### src/rtl/cec_tx_pkg.sv
// Shared types and nominal tick counts for the frame transmitter.
// Assumes all timing is expressed in fs ticks.
package cec_tx_pkg;
    typedef enum logic [2:0] {
        ST_IDLE,
        ST_FREE,
        ST_START,
        ST_DATA,
        ST_GUARD
    } tx_state_e;

    localparam int START_LOW_TICKS  = 121;
    localparam int START_PER_TICKS  = 147;
    localparam int SLOT_PER_TICKS   = 79;
    localparam int ONE_LOW_TICKS    = 20;
    localparam int ZERO_LOW_TICKS   = 49;
    localparam int ACK_SAMPLE_TICK  = 34;
    localparam int SLOTS_PER_BLOCK  = 10;
endpackage

### src/rtl/cec_bit_timer.sv
// Tick counter for one bit slot: counts 0..period-1 on fs_tick and wraps.
// Assumes period is at least 2 and does not change within a slot.
module cec_bit_timer #(
    parameter int CNT_W = 8
) (
    input  logic             clk,
    input  logic             rst_n,
    input  logic             tick,
    input  logic             clr,
    input  logic [CNT_W-1:0] period,
    output logic [CNT_W-1:0] cnt,
    output logic             slot_end
);
    logic at_last;
    assign at_last  = (cnt == period - CNT_W'(1));
    assign slot_end = tick && !clr && at_last;

    // Advance the position within the slot on each tick, wrap at the period.
    always_ff @(posedge clk) begin
        if (!rst_n) begin
            cnt <= '0;
        end else if (clr) begin
            cnt <= '0;
        end else if (tick) begin
            cnt <= at_last ? '0 : cnt + CNT_W'(1);
        end
    end
endmodule

### src/rtl/cec_bit_shaper.sv
// Computes the low time and period of the current slot from the trims.
// Assumes trims are smaller than every nominal value (purely combinational).
module cec_bit_shaper
    import cec_tx_pkg::*;
#(
    parameter int CNT_W  = 8,
    parameter int TRIM_W = 3
) (
    input  logic              is_start,
    input  logic              bit_val,
    input  logic [TRIM_W-1:0] st_rise,
    input  logic [TRIM_W-1:0] st_per,
    input  logic [TRIM_W-1:0] dt_rise,
    input  logic [TRIM_W-1:0] dt_per,
    output logic [CNT_W-1:0]  low_ticks,
    output logic [CNT_W-1:0]  per_ticks
);
    localparam int PAD = CNT_W - TRIM_W;

    logic [CNT_W-1:0] data_low;

    // Pick the nominal data low time, then subtract the applicable trim.
    always_comb begin
        data_low = bit_val ? CNT_W'(ONE_LOW_TICKS) : CNT_W'(ZERO_LOW_TICKS);
        if (is_start) begin
            low_ticks = CNT_W'(START_LOW_TICKS) - {{PAD{1'b0}}, st_rise};
            per_ticks = CNT_W'(START_PER_TICKS) - {{PAD{1'b0}}, st_per};
        end else begin
            low_ticks = data_low - {{PAD{1'b0}}, dt_rise};
            per_ticks = CNT_W'(SLOT_PER_TICKS) - {{PAD{1'b0}}, dt_per};
        end
    end
endmodule

### src/rtl/cec_free_gate.sv
// Counts whole bit cycles of high line; fires when the target count is reached.
// Assumes the caller clears it whenever the line is low or the wait is not active.
module cec_free_gate #(
    parameter int FREE_W = 4
) (
    input  logic              clk,
    input  logic              rst_n,
    input  logic              clr,
    input  logic              slot_end,
    input  logic [FREE_W-1:0] target,
    output logic              free_ok
);
    logic [FREE_W-1:0] seen;

    assign free_ok = slot_end && !clr && (seen == target);

    // Tally completed high bit cycles since the last clear.
    always_ff @(posedge clk) begin
        if (!rst_n || clr) begin
            seen <= '0;
        end else if (slot_end) begin
            seen <= seen + FREE_W'(1);
        end
    end
endmodule

### src/rtl/cec_frame_tx.sv
// Frame transmitter: bus-free wait, start bit, 10-slot blocks, ACK check.
// Assumes cec_line_in is already synchronized to clk and fs_tick is one clk wide.
module cec_frame_tx
    import cec_tx_pkg::*;
#(
    parameter int MAX_BYTES = 4,
    parameter int CNT_W     = 8,
    parameter int FREE_W    = 4,
    parameter int TRIM_W    = 3,
    localparam int LEN_W    = (MAX_BYTES > 1) ? $clog2(MAX_BYTES) : 1,
    localparam int DATA_W   = MAX_BYTES * 8
) (
    input  logic              clk,
    input  logic              rst_n,
    input  logic              fs_tick,
    input  logic              tx_start,
    input  logic [DATA_W-1:0] tx_data,
    input  logic [LEN_W-1:0]  tx_len_m1,
    input  logic              tx_bcast,
    input  logic [FREE_W-1:0] free_m1,
    input  logic [TRIM_W-1:0] trim_st_rise,
    input  logic [TRIM_W-1:0] trim_st_per,
    input  logic [TRIM_W-1:0] trim_dt_rise,
    input  logic [TRIM_W-1:0] trim_dt_per,
    input  logic              cec_line_in,
    output logic              cec_drive_low,
    output logic              tx_busy,
    output logic              tx_done,
    output logic              tx_err,
    output logic              tx_arb_lost
);
    localparam logic [3:0] EOM_SLOT = 4'd8;
    localparam logic [3:0] ACK_SLOT = 4'(SLOTS_PER_BLOCK - 1);

    tx_state_e         st;
    logic [DATA_W-1:0] data_q;
    logic [LEN_W-1:0]  len_q;
    logic              bcast_q;
    logic [FREE_W-1:0] free_q;
    logic [TRIM_W-1:0] st_rise_q, st_per_q, dt_rise_q, dt_per_q;
    logic [LEN_W-1:0]  byte_idx;
    logic [3:0]        slot_idx;
    logic              err_acc;

    logic [7:0]        cur_byte;
    logic              cur_bit;
    logic              line_low;
    logic              driving;
    logic              arb_hit;
    logic              ack_sample;
    logic              ack_bad;
    logic              timer_clr;
    logic              free_clr;
    logic              free_ok;
    logic              slot_end;
    logic [CNT_W-1:0]  cnt;
    logic [CNT_W-1:0]  low_ticks;
    logic [CNT_W-1:0]  per_ticks;

    assign line_low = !cec_line_in;
    assign cur_byte = data_q[{byte_idx, 3'b000} +: 8];

    // Value carried by the current slot: data MSB first, EOM, then ACK as 1.
    always_comb begin
        if (slot_idx < EOM_SLOT) begin
            cur_bit = cur_byte[3'd7 - slot_idx[2:0]];
        end else if (slot_idx == EOM_SLOT) begin
            cur_bit = (byte_idx == len_q);
        end else begin
            cur_bit = 1'b1;
        end
    end

    cec_bit_shaper #(.CNT_W(CNT_W), .TRIM_W(TRIM_W)) u_shaper (
        .is_start  (st == ST_START),
        .bit_val   (cur_bit),
        .st_rise   (st_rise_q),
        .st_per    (st_per_q),
        .dt_rise   (dt_rise_q),
        .dt_per    (dt_per_q),
        .low_ticks (low_ticks),
        .per_ticks (per_ticks)
    );

    assign driving    = ((st == ST_START) || (st == ST_DATA)) && (cnt < low_ticks);
    assign arb_hit    = (st == ST_DATA) && (slot_idx < ACK_SLOT) && !driving && line_low;
    assign ack_sample = (st == ST_DATA) && (slot_idx == ACK_SLOT) && fs_tick
                        && (cnt == CNT_W'(ACK_SAMPLE_TICK));
    assign ack_bad    = bcast_q ? line_low : !line_low;
    assign timer_clr  = (st == ST_IDLE) || ((st == ST_FREE) && line_low) || arb_hit;
    assign free_clr   = (st != ST_FREE) || line_low;

    cec_bit_timer #(.CNT_W(CNT_W)) u_timer (
        .clk      (clk),
        .rst_n    (rst_n),
        .tick     (fs_tick),
        .clr      (timer_clr),
        .period   (per_ticks),
        .cnt      (cnt),
        .slot_end (slot_end)
    );

    cec_free_gate #(.FREE_W(FREE_W)) u_free (
        .clk      (clk),
        .rst_n    (rst_n),
        .clr      (free_clr),
        .slot_end (slot_end),
        .target   (free_q),
        .free_ok  (free_ok)
    );

    assign cec_drive_low = driving;
    assign tx_busy       = (st != ST_IDLE);

    // Frame sequencing, configuration capture and result pulses.
    always_ff @(posedge clk) begin
        if (!rst_n) begin
            st          <= ST_IDLE;
            data_q      <= '0;
            len_q       <= '0;
            bcast_q     <= 1'b0;
            free_q      <= '0;
            st_rise_q   <= '0;
            st_per_q    <= '0;
            dt_rise_q   <= '0;
            dt_per_q    <= '0;
            byte_idx    <= '0;
            slot_idx    <= '0;
            err_acc     <= 1'b0;
            tx_done     <= 1'b0;
            tx_err      <= 1'b0;
            tx_arb_lost <= 1'b0;
        end else begin
            tx_done     <= 1'b0;
            tx_err      <= 1'b0;
            tx_arb_lost <= 1'b0;
            case (st)
                ST_IDLE: begin
                    if (tx_start) begin
                        data_q    <= tx_data;
                        len_q     <= tx_len_m1;
                        bcast_q   <= tx_bcast;
                        free_q    <= free_m1;
                        st_rise_q <= trim_st_rise;
                        st_per_q  <= trim_st_per;
                        dt_rise_q <= trim_dt_rise;
                        dt_per_q  <= trim_dt_per;
                        err_acc   <= 1'b0;
                        st        <= ST_FREE;
                    end
                end
                ST_FREE: begin
                    if (free_ok) st <= ST_START;
                end
                ST_START: begin
                    if (slot_end) begin
                        st       <= ST_DATA;
                        slot_idx <= '0;
                        byte_idx <= '0;
                    end
                end
                ST_DATA: begin
                    if (arb_hit) begin
                        tx_arb_lost <= 1'b1;
                        st          <= ST_GUARD;
                    end else begin
                        if (ack_sample && ack_bad) err_acc <= 1'b1;
                        if (slot_end) begin
                            if (slot_idx == ACK_SLOT) begin
                                slot_idx <= '0;
                                if (byte_idx == len_q) begin
                                    tx_done <= 1'b1;
                                    tx_err  <= err_acc;
                                    st      <= ST_GUARD;
                                end else begin
                                    byte_idx <= byte_idx + LEN_W'(1);
                                end
                            end else begin
                                slot_idx <= slot_idx + 4'd1;
                            end
                        end
                    end
                end
                ST_GUARD: begin
                    if (slot_end) st <= ST_IDLE;
                end
                default: st <= ST_IDLE;
            endcase
        end
    end
endmodule

### config.mk
export PLATFORM = sky130hd
export DESIGN_NAME = cec_frame_tx
export DESIGN_NICKNAME = d
export VERILOG_FILES = /design/src/rtl/cec_tx_pkg.sv /design/src/rtl/cec_bit_timer.sv /design/src/rtl/cec_bit_shaper.sv /design/src/rtl/cec_free_gate.sv /design/src/rtl/cec_frame_tx.sv
export SDC_FILE = /design/constraint.sdc
export NUM_CORES = 1
export LEC_CHECK = 0
export BUFFER_PORTS_ARGS = -buffer_cell sky130_fd_sc_hd__clkbuf_2
export CAP_MARGIN = 5
export CORE_MARGIN = 2
export CORE_UTILIZATION = 47
export CTS_CLUSTER_SIZE = 12
export DETAILED_ROUTE_END_ITERATION = 6
export PLACE_DENSITY = 0.7
export SLEW_MARGIN = 10
export SYNTH_ARGS = -nofsm -noshare
export SYNTH_HDL_FRONTEND = slang
export SYNTH_SLANG_ARGS = --single-unit
export TNS_END_PERCENT = 50
### constraint.sdc
create_clock -name clk -period 5.95 [get_ports clk]
set_input_delay 1.19 -clock clk [delete_from_list [all_inputs] [get_ports clk]]
set_output_delay 1.19 -clock clk [all_outputs]
set_load 0.005 [all_outputs]
==> results of run 1 <==
Yosys cell counts, drive strengths merged (3+ instances only):
master / n
a21oi: 56
o21ai: 7
or3: 3
and2: 4
nor2: 20
o31ai: 3
a211oi: 4
clkbuf: 24
dfxtp: 76
xnor2: 13
nor2b: 8
and4: 3
xor2: 8
nor3: 8
o221ai: 4
nand4: 7
nand2: 125
mux2i: 5
mux4: 10
nand3: 12
ha: 14
and3: 4
nor4b: 3
buf: 5
inv: 13
or4: 4
o211ai: 6
report_power, final:
| part | internal [W] | total [W] | switching (W) |
|---|---|---|---|
| logic | 0.000136 | 0.000347 | 0.000211 |
| registers | 0.000569 | 0.000634 | 0.0000643 |
| clock network | 0.000249 | 0.000448 | 0.000199 |
routing by layer:
metal	wire length, um	GRT usage	part of all wire
met2	4250	0.335	0.47
met4	146	0.0726	0.016
met3	516	0.0431	0.056
met1	4220	0.301	0.46
met5	0	0	0
through the flow:
step                cells  area, um2  setup WS, ns  hold slack [ns]  total power, W
finish                630       4510         0.337            0.454         0.00143
detailed placement    614       4280         0.705            0.446        0.000993
CTS                   630       4510         0.300            0.458         0.00144
global placement      614       4280         0.858            0.443        0.000980
global route          630       4510        0.0641            0.474         0.00151
floorplan             476       3960          1.04            0.431        0.000894
worst register-to-register path, stage by stage, from the launching register on:
cell,delay [ns]
dfxtp_1,0.51
buf_4,0.24
mux4_2,0.50
mux4_2,0.47
a211oi_1,0.24
a31oi_1,0.13
ha_1,0.24
inv_1,0.07
ha_1,0.17
fa_1,0.42
mux2i_1,0.17
ha_1,0.18
or3_1,0.12
a211oi_2,0.05
o211a_1,0.30
nor3_1,0.37
o31ai_1,0.14
o31ai_1,0.44
mux2i_1,0.23
layout make-up:
cell class | instances | area [um2] | share of cell area
Sequential cell | 76 | 1520 | 0.337
Timing Repair Buffer | 62 | 315 | 0.0699
Tap cell | 105 | 131 | 0.0291
Inverter | 13 | 48.8 | 0.0108
Clock buffer | 11 | 141 | 0.0314
Clock inverter | 5 | 83.8 | 0.0186
Multi-Input combinational cell | 358 | 2270 | 0.503
worst max-delay path by stage:
| stage | start | to | slack (ns) | cells past startpoint |
|---|---|---|---|---|
| 3_5_place_dp | byte_idx[0] | cec_drive_low | 0.70 | 15 |
| 5_1_grt | byte_idx[0] | cec_drive_low | 0.06 | 15 |
| 3_3_place_gp | byte_idx[0] | cec_drive_low | 0.86 | 15 |
| 2_1_floorplan | byte_idx[0] | cec_drive_low | 1.04 | 15 |
| 6_report | byte_idx[0] | cec_drive_low | 0.34 | 15 |
| 4_1_cts | byte_idx[0] | cec_drive_low | 0.30 | 15 |
cells by family after synthesis:
family                     Yosys count
adders and majority gates           15
buffers and inverters               42
and+or+nand+nor                    215
muxes                               15
DFF                                 76
xor gates and xnor gates            21
AOI/OAI and AO/OA                   92
registers in the layout (all words and copies together), names as in the netlist, 2 cells and up:
| signal | count |
|---|---|
| dt_per_q | 3 |
| st_per_q | 3 |
| byte_idx | 2 |
| u_timer.cnt | 8 |
| u_free.seen | 4 |
| st_rise_q | 3 |
| dt_rise_q | 3 |
| free_q | 4 |
| slot_idx | 4 |
| st | 3 |
| len_q | 2 |
| data_q | 32 |
placed cells by master, fill, tap and decap left out, types with 4 or more instances in the layout:
| cell | netlist | layout |
|---|---|---|
| xor2_1 | 8 | 8 |
| dfxtp_1 | 76 | 76 |
| or4_1 | 4 | 4 |
| and2_1 | 4 | 4 |
| mux2i_1 | 5 | 5 |
| xnor2_1 | 12 | 12 |
| nor2b_1 | 8 | 8 |
| mux4_2 | 10 | 10 |
| nand2_1 | 125 | 125 |
| nor2_1 | 20 | 19 |
| o221ai_1 | 4 | 4 |
| nand4_1 | 7 | 7 |
| clkbuf_8 | 0 | 10 |
| o211ai_1 | 6 | 6 |
| nor3_1 | 8 | 8 |
| nand3_1 | 11 | 10 |
| o21ai_0 | 5 | 5 |
| a21oi_1 | 56 | 56 |
| ha_1 | 14 | 14 |
| inv_1 | 12 | 12 |
| clkbuf_2 | 0 | 60 |
==> impl_metrics.py, run 1 <==
metrics = {
    "global_routing": {
        "grt_pass1_wl_mm": 15.4,
        "gr-usage-all-layers": 0.216,
        "gr-total-overflow": 0,
        "antenna_found_initial": 0,
        "grt_pass1_vias": 3149,
        "grt_max_degree": 53,
    },
    "synthesis": {
        "synth_edf_count": 0,
        "synth.distinct_cells": 58,
        "synth_top_family_by_area": "simple AND/OR/NAND/NOR gates",
        "synthesis.nets": 547,
        "syn_inst": 476,
        "synth-compound-area-share": 0.140,
        "ys_ff_latch": 76,
        "synth_top_cell_by_area": "dfxtp_1",
        "ys_dominant_reg_cell": "dfxtp_1",
        "synth.area.top_cells": "dfxtp_1, nand2_1, a21oi_1, mux4_2, ha_1",
        "synth-xor-area-share": 0.0484,
        "synth_fa_ha_area_frac": 0.0493,
        "synth_top_area_frac": 0.384,
        "synth.avg_cell_area_um2": 8.31,
        "ys_warn_count": 0,
        "yosys.area_share.simple": 0.262,
        "muxShareOfSynthArea": 0.0696,
        "synth_area_mm2": 0.00396,
        "synthArstFlopShare": 0,
        "yosysSeqAreaShare": 0.384,
    },
    "route": {
        "drc": 0,
        "vias": 3488,
        "vias_per_cell": 5.54,
        "drt_pre_antenna_iters": 4,
        "wl_per_cell_um": 14.5,
        "ant_nets": 0,
        "drt_iter0_drc": 153,
        "wl_mm": 9.13,
    },
    "final_layout": {
        "num_antenna_cells": 0,
        "nFillCells": 770,
        "layout-drive-gt1-share": 0.187,
        "area_growth_syn_to_layout_pct": 13.9,
        "fin_nets": 591,
        "final_util": 0.551,
    },
    "clocking": {
        "cts.clk_slew.worst_paths_ns": 0.08,
        "cts_tree": "yes",
        "cts_made_buffers": 9,
        "cts_hold_buffers": 0,
        "htree_num_levels": 3,
        "clk_path_buf_depth": 2,
        "cts_root_buffer": "clkbuf_8",
        "cts_resized": 0,
        "postCtsSetupBuffers": 0,
        "numClockSinks": 76,
        "clk_latency_ns": 0.35,
    },
    "critical_path": {
        "reg2reg_from": "byte_idx[0]",
        "reg2regPathDepth": 18,
        "path_cells": "buf_4 > mux4_2 > mux4_2 > a211oi_1 > a31oi_1 > ha_1 > inv_1 > ha_1 > fa_1 > mux2i_1 > ha_1 > o21a_1 > o211ai_1 > o211a_1 > clkbuf_2",
        "crit_slowest_cell": "dfxtp_1",
        "cpPeakStageDelay_ns": 0.51,
        "worstReg2RegEnd": "st[0]",
        "cp-end-kind": "output port",
        "arrival_ns": 4.42,
        "path_class": "reg2out",
        "crit_top_cell": "ha_1",
        "r2r_setup_slack_ns": 0.88,
        "crit_family": "multiplexers",
        "crit_buf_inv": 3,
        "crit_path_start_kind": "flop",
        "cp_max_fo": 8,
        "cp.required_ns": 4.76,
    },
    "floorplanning": {
        "initial_core_util": 0.484,
        "dieArea_mm2": 0.00917,
        "row_count": 33,
        "ios": 61,
        "coreArea_mm2": 0.00818,
        "fp.dieW_um": 95.8,
        "die_height_um": 95.8,
    },
    "timing": {
        "finClkSkew_ns": 0.00775,
        "fmax_ghz": 0.178,
        "fin_crit_ns": 5.61,
        "relSlewSlack": 0.273,
        "finalCritPeriodShare": 0.943,
        "setup_viol": 0,
        "worst_pin_slew_ns": 1.09,
        "rsz0062_at_grt": "no",
        "hold_viol_final": 0,
        "slew_violations": 0,
        "tns_ns": 0,
    },
    "place": {
        "place_hpwl_mm": 6.57,
        "place.gp.congestion": 0.887,
        "io_buffers": 60,
    },
    "hold_path": {
        "holdCritStartpoint": "st_rise_q[0]",
        "whs_endpoint": "st_rise_q[0]",
        "hp-class": "reg2reg",
        "hold_depth": 2,
    },
    "pwr": {
        "power.leakage_nw": 1.80,
        "powerDensity_mw_per_mm2": 317,
        "vdd_drop_max_mv": 0.177,
    },
    "outcome": {
        "outcome": "complete, no violations",
    },
    "flow_run": {
        "maxCapViolations": 0,
    },
}
Note: power is estimated with default switching activity, not from simulation.
==> inputs of run 2 (changes only) <==
Settings changed: PLACE_DENSITY 0.7 to 0.75.
==> run 2 against run 1 <==
  * Die area stayed put
  * Worst hold slack hardly changed
  * Via count shrank 0.17%
  * Core utilization is essentially flat
  * Largest power group unchanged
  * Total power shrank 1.1%
  * Clock power is 2% lower
  * Clock-buffer cell count is the same
  * First-iteration DRC count increased by 49%
  * Wire length decreased by 3.2%
  * Combinational power decreased by 1%
  * Sequential share of layout area hardly changed
  * Design area barely moved
==> impl_metrics.py, run 2 (synthesis results as in run 1) <==
metrics = {
    "critical_path": {
        "crit_slowest_cell": "dfxtp_1",
        "crit_path_start_kind": "flop",
        "cp_max_fo": 11,
        "path_class": "reg2out",
        "path_cells": "mux4_2 > mux4_2 > and2_1 > a211oi_1 > a31oi_1 > ha_1 > inv_1 > ha_1 > fa_1 > mux2i_1 > ha_1 > o21a_1 > o211ai_1 > o211a_1 > clkbuf_2",
        "cp-end-kind": "output port",
        "cpPeakStageDelay_ns": 0.62,
        "cp.required_ns": 4.76,
        "crit_top_cell": "ha_1",
        "arrival_ns": 4.28,
    },
    "final_layout": {
        "fin_nets": 591,
        "largest_register_ffs": 32,
        "num_antenna_cells": 0,
        "area_growth_syn_to_layout_pct": 14.0,
        "max_flop_register": "data_q",
        "fin_cells": 630,
        "final_cell_mix": "nand2_1, dfxtp_1, clkbuf_2, a21oi_1, nor2_1",
        "reg_top3": "data_q x32, u_timer.cnt x8",
        "layout-drive-gt1-share": 0.189,
        "mostFrequentLayoutCell": "nand2_1",
    },
    "clocking": {
        "cts.clk_slew.worst_paths_ns": 0.08,
        "cts_made_buffers": 9,
        "cts_tree": "yes",
        "clk_path_buf_depth": 2,
        "clk_latency_ns": 0.35,
        "numClockSinks": 76,
        "postCtsSetupBuffers": 0,
        "cts_resized": 0,
        "cts_hold_buffers": 0,
        "cts_root_buffer": "clkbuf_8",
        "htree_num_levels": 3,
    },
    "route": {
        "ant_nets": 0,
        "wl_mm": 8.84,
        "drc": 0,
        "met1_length_mm": 4.05,
        "vias_per_cell": 5.53,
        "met3_length_um": 542,
        "maxUsedRoutingLayer": "met4",
        "vias": 3482,
        "drt_iter0_drc": 228,
        "drt_pre_antenna_iters": 4,
        "wl_met2_mm": 4.13,
        "wl_per_cell_um": 14.0,
    },
    "outcome": {
        "outcome": "complete, no violations",
    },
    "flow_run": {
        "maxCapViolations": 0,
    },
    "timing": {
        "finClkSkew_ns": 0.0112,
        "fmax_ghz": 0.183,
        "rsz0062_at_grt": "no",
        "fin_crit_ns": 5.47,
        "setup_viol": 0,
        "worst_pin_slew_ns": 1.05,
        "relSlewSlack": 0.297,
        "finalCritPeriodShare": 0.919,
        "hold_viol_final": 0,
        "tns_ns": 0,
        "slew_violations": 0,
    },
    "floorplanning": {
        "die_height_um": 95.8,
        "row_count": 33,
        "initial_core_util": 0.484,
        "dieArea_mm2": 0.00917,
        "ios": 61,
        "fp.dieW_um": 95.8,
        "coreArea_mm2": 0.00818,
    },
    "place": {
        "place_hpwl_mm": 6.37,
        "io_buffers": 60,
        "place.gp.congestion": 0.842,
        "dp.cells": 614,
    },
    "global_routing": {
        "grt_max_degree": 60,
        "gr-total-overflow": 0,
        "grt_pass1_wl_mm": 15.3,
        "antenna_found_initial": 0,
        "grt_pass1_vias": 3286,
        "gr-usage-all-layers": 0.211,
    },
    "pwr": {
        "vdd_drop_max_mv": 0.126,
        "powerDensity_mw_per_mm2": 313,
        "power.leakage_nw": 1.80,
    },
    "hold_path": {
        "hp-class": "reg2reg",
    },
}
==> run 2: power breakdown <==
part	total, W	internal, W	switching (W)	leakage (nW)
clock	0.000439	0.000249	0.000190	0.110
sequential	0.000631	0.000569	0.0000615	0.621
combinational	0.000343	0.000135	0.000208	1.07
==> run 2: per-stage QoR <==
step	total power [W]	worst slack [ns]	area, um2	util	hold slack, ns
after floorplan	0.000894	1.04	3960	-	0.431
after global placement	0.000977	0.911	4280	0.524	0.445
after detailed placement	0.000987	0.749	4280	0.524	0.443
after CTS	0.00143	0.349	4510	0.552	0.455
after global routing	0.00151	0.109	4510	0.552	0.476
final	0.00141	0.479	4510	0.552	0.454
==> run 2: worst paths after layout <==
kind                             startpoint  slack (ns)  cells after the start            end
worst max-delay path            byte_idx[1]        0.48                     15  cec_drive_low
worst min-delay path             data_q[24]        0.45                      2     data_q[24]
worst min register to register   data_q[24]        0.45                      2     data_q[24]
worst max register to register  byte_idx[1]        1.01                     18          st[0]
==> run 2: layout make-up <==
class | count | area (um2)
clock buffers | 11 | 141
fillers | 770 | 3660
inverters | 13 | 48.8
flip-flops and latches | 76 | 1520
multi-input cells | 358 | 2270
well taps | 105 | 131
clock inverters | 5 | 85.1
repair buffers | 62 | 315
==> run 2: critical path: cells and delay by family, from the launching register on <==
family	cells	cell delay [ns]
adder cells (fa/ha/maj)	4	1.06
multiplexers	3	1.01
AO/OA/AOI/OAI	5	0.86
flip-flops	1	0.62
buffers and inverters	2	0.21
AND/OR/NAND/NOR	1	0.17
==> run 2: layer usage <==
layer	global-route usage	vias up
met5	0	-
met4	0.0738	0
met3	0.0462	13
met2	0.340	93
met1	0.281	1624
li1	-	1752
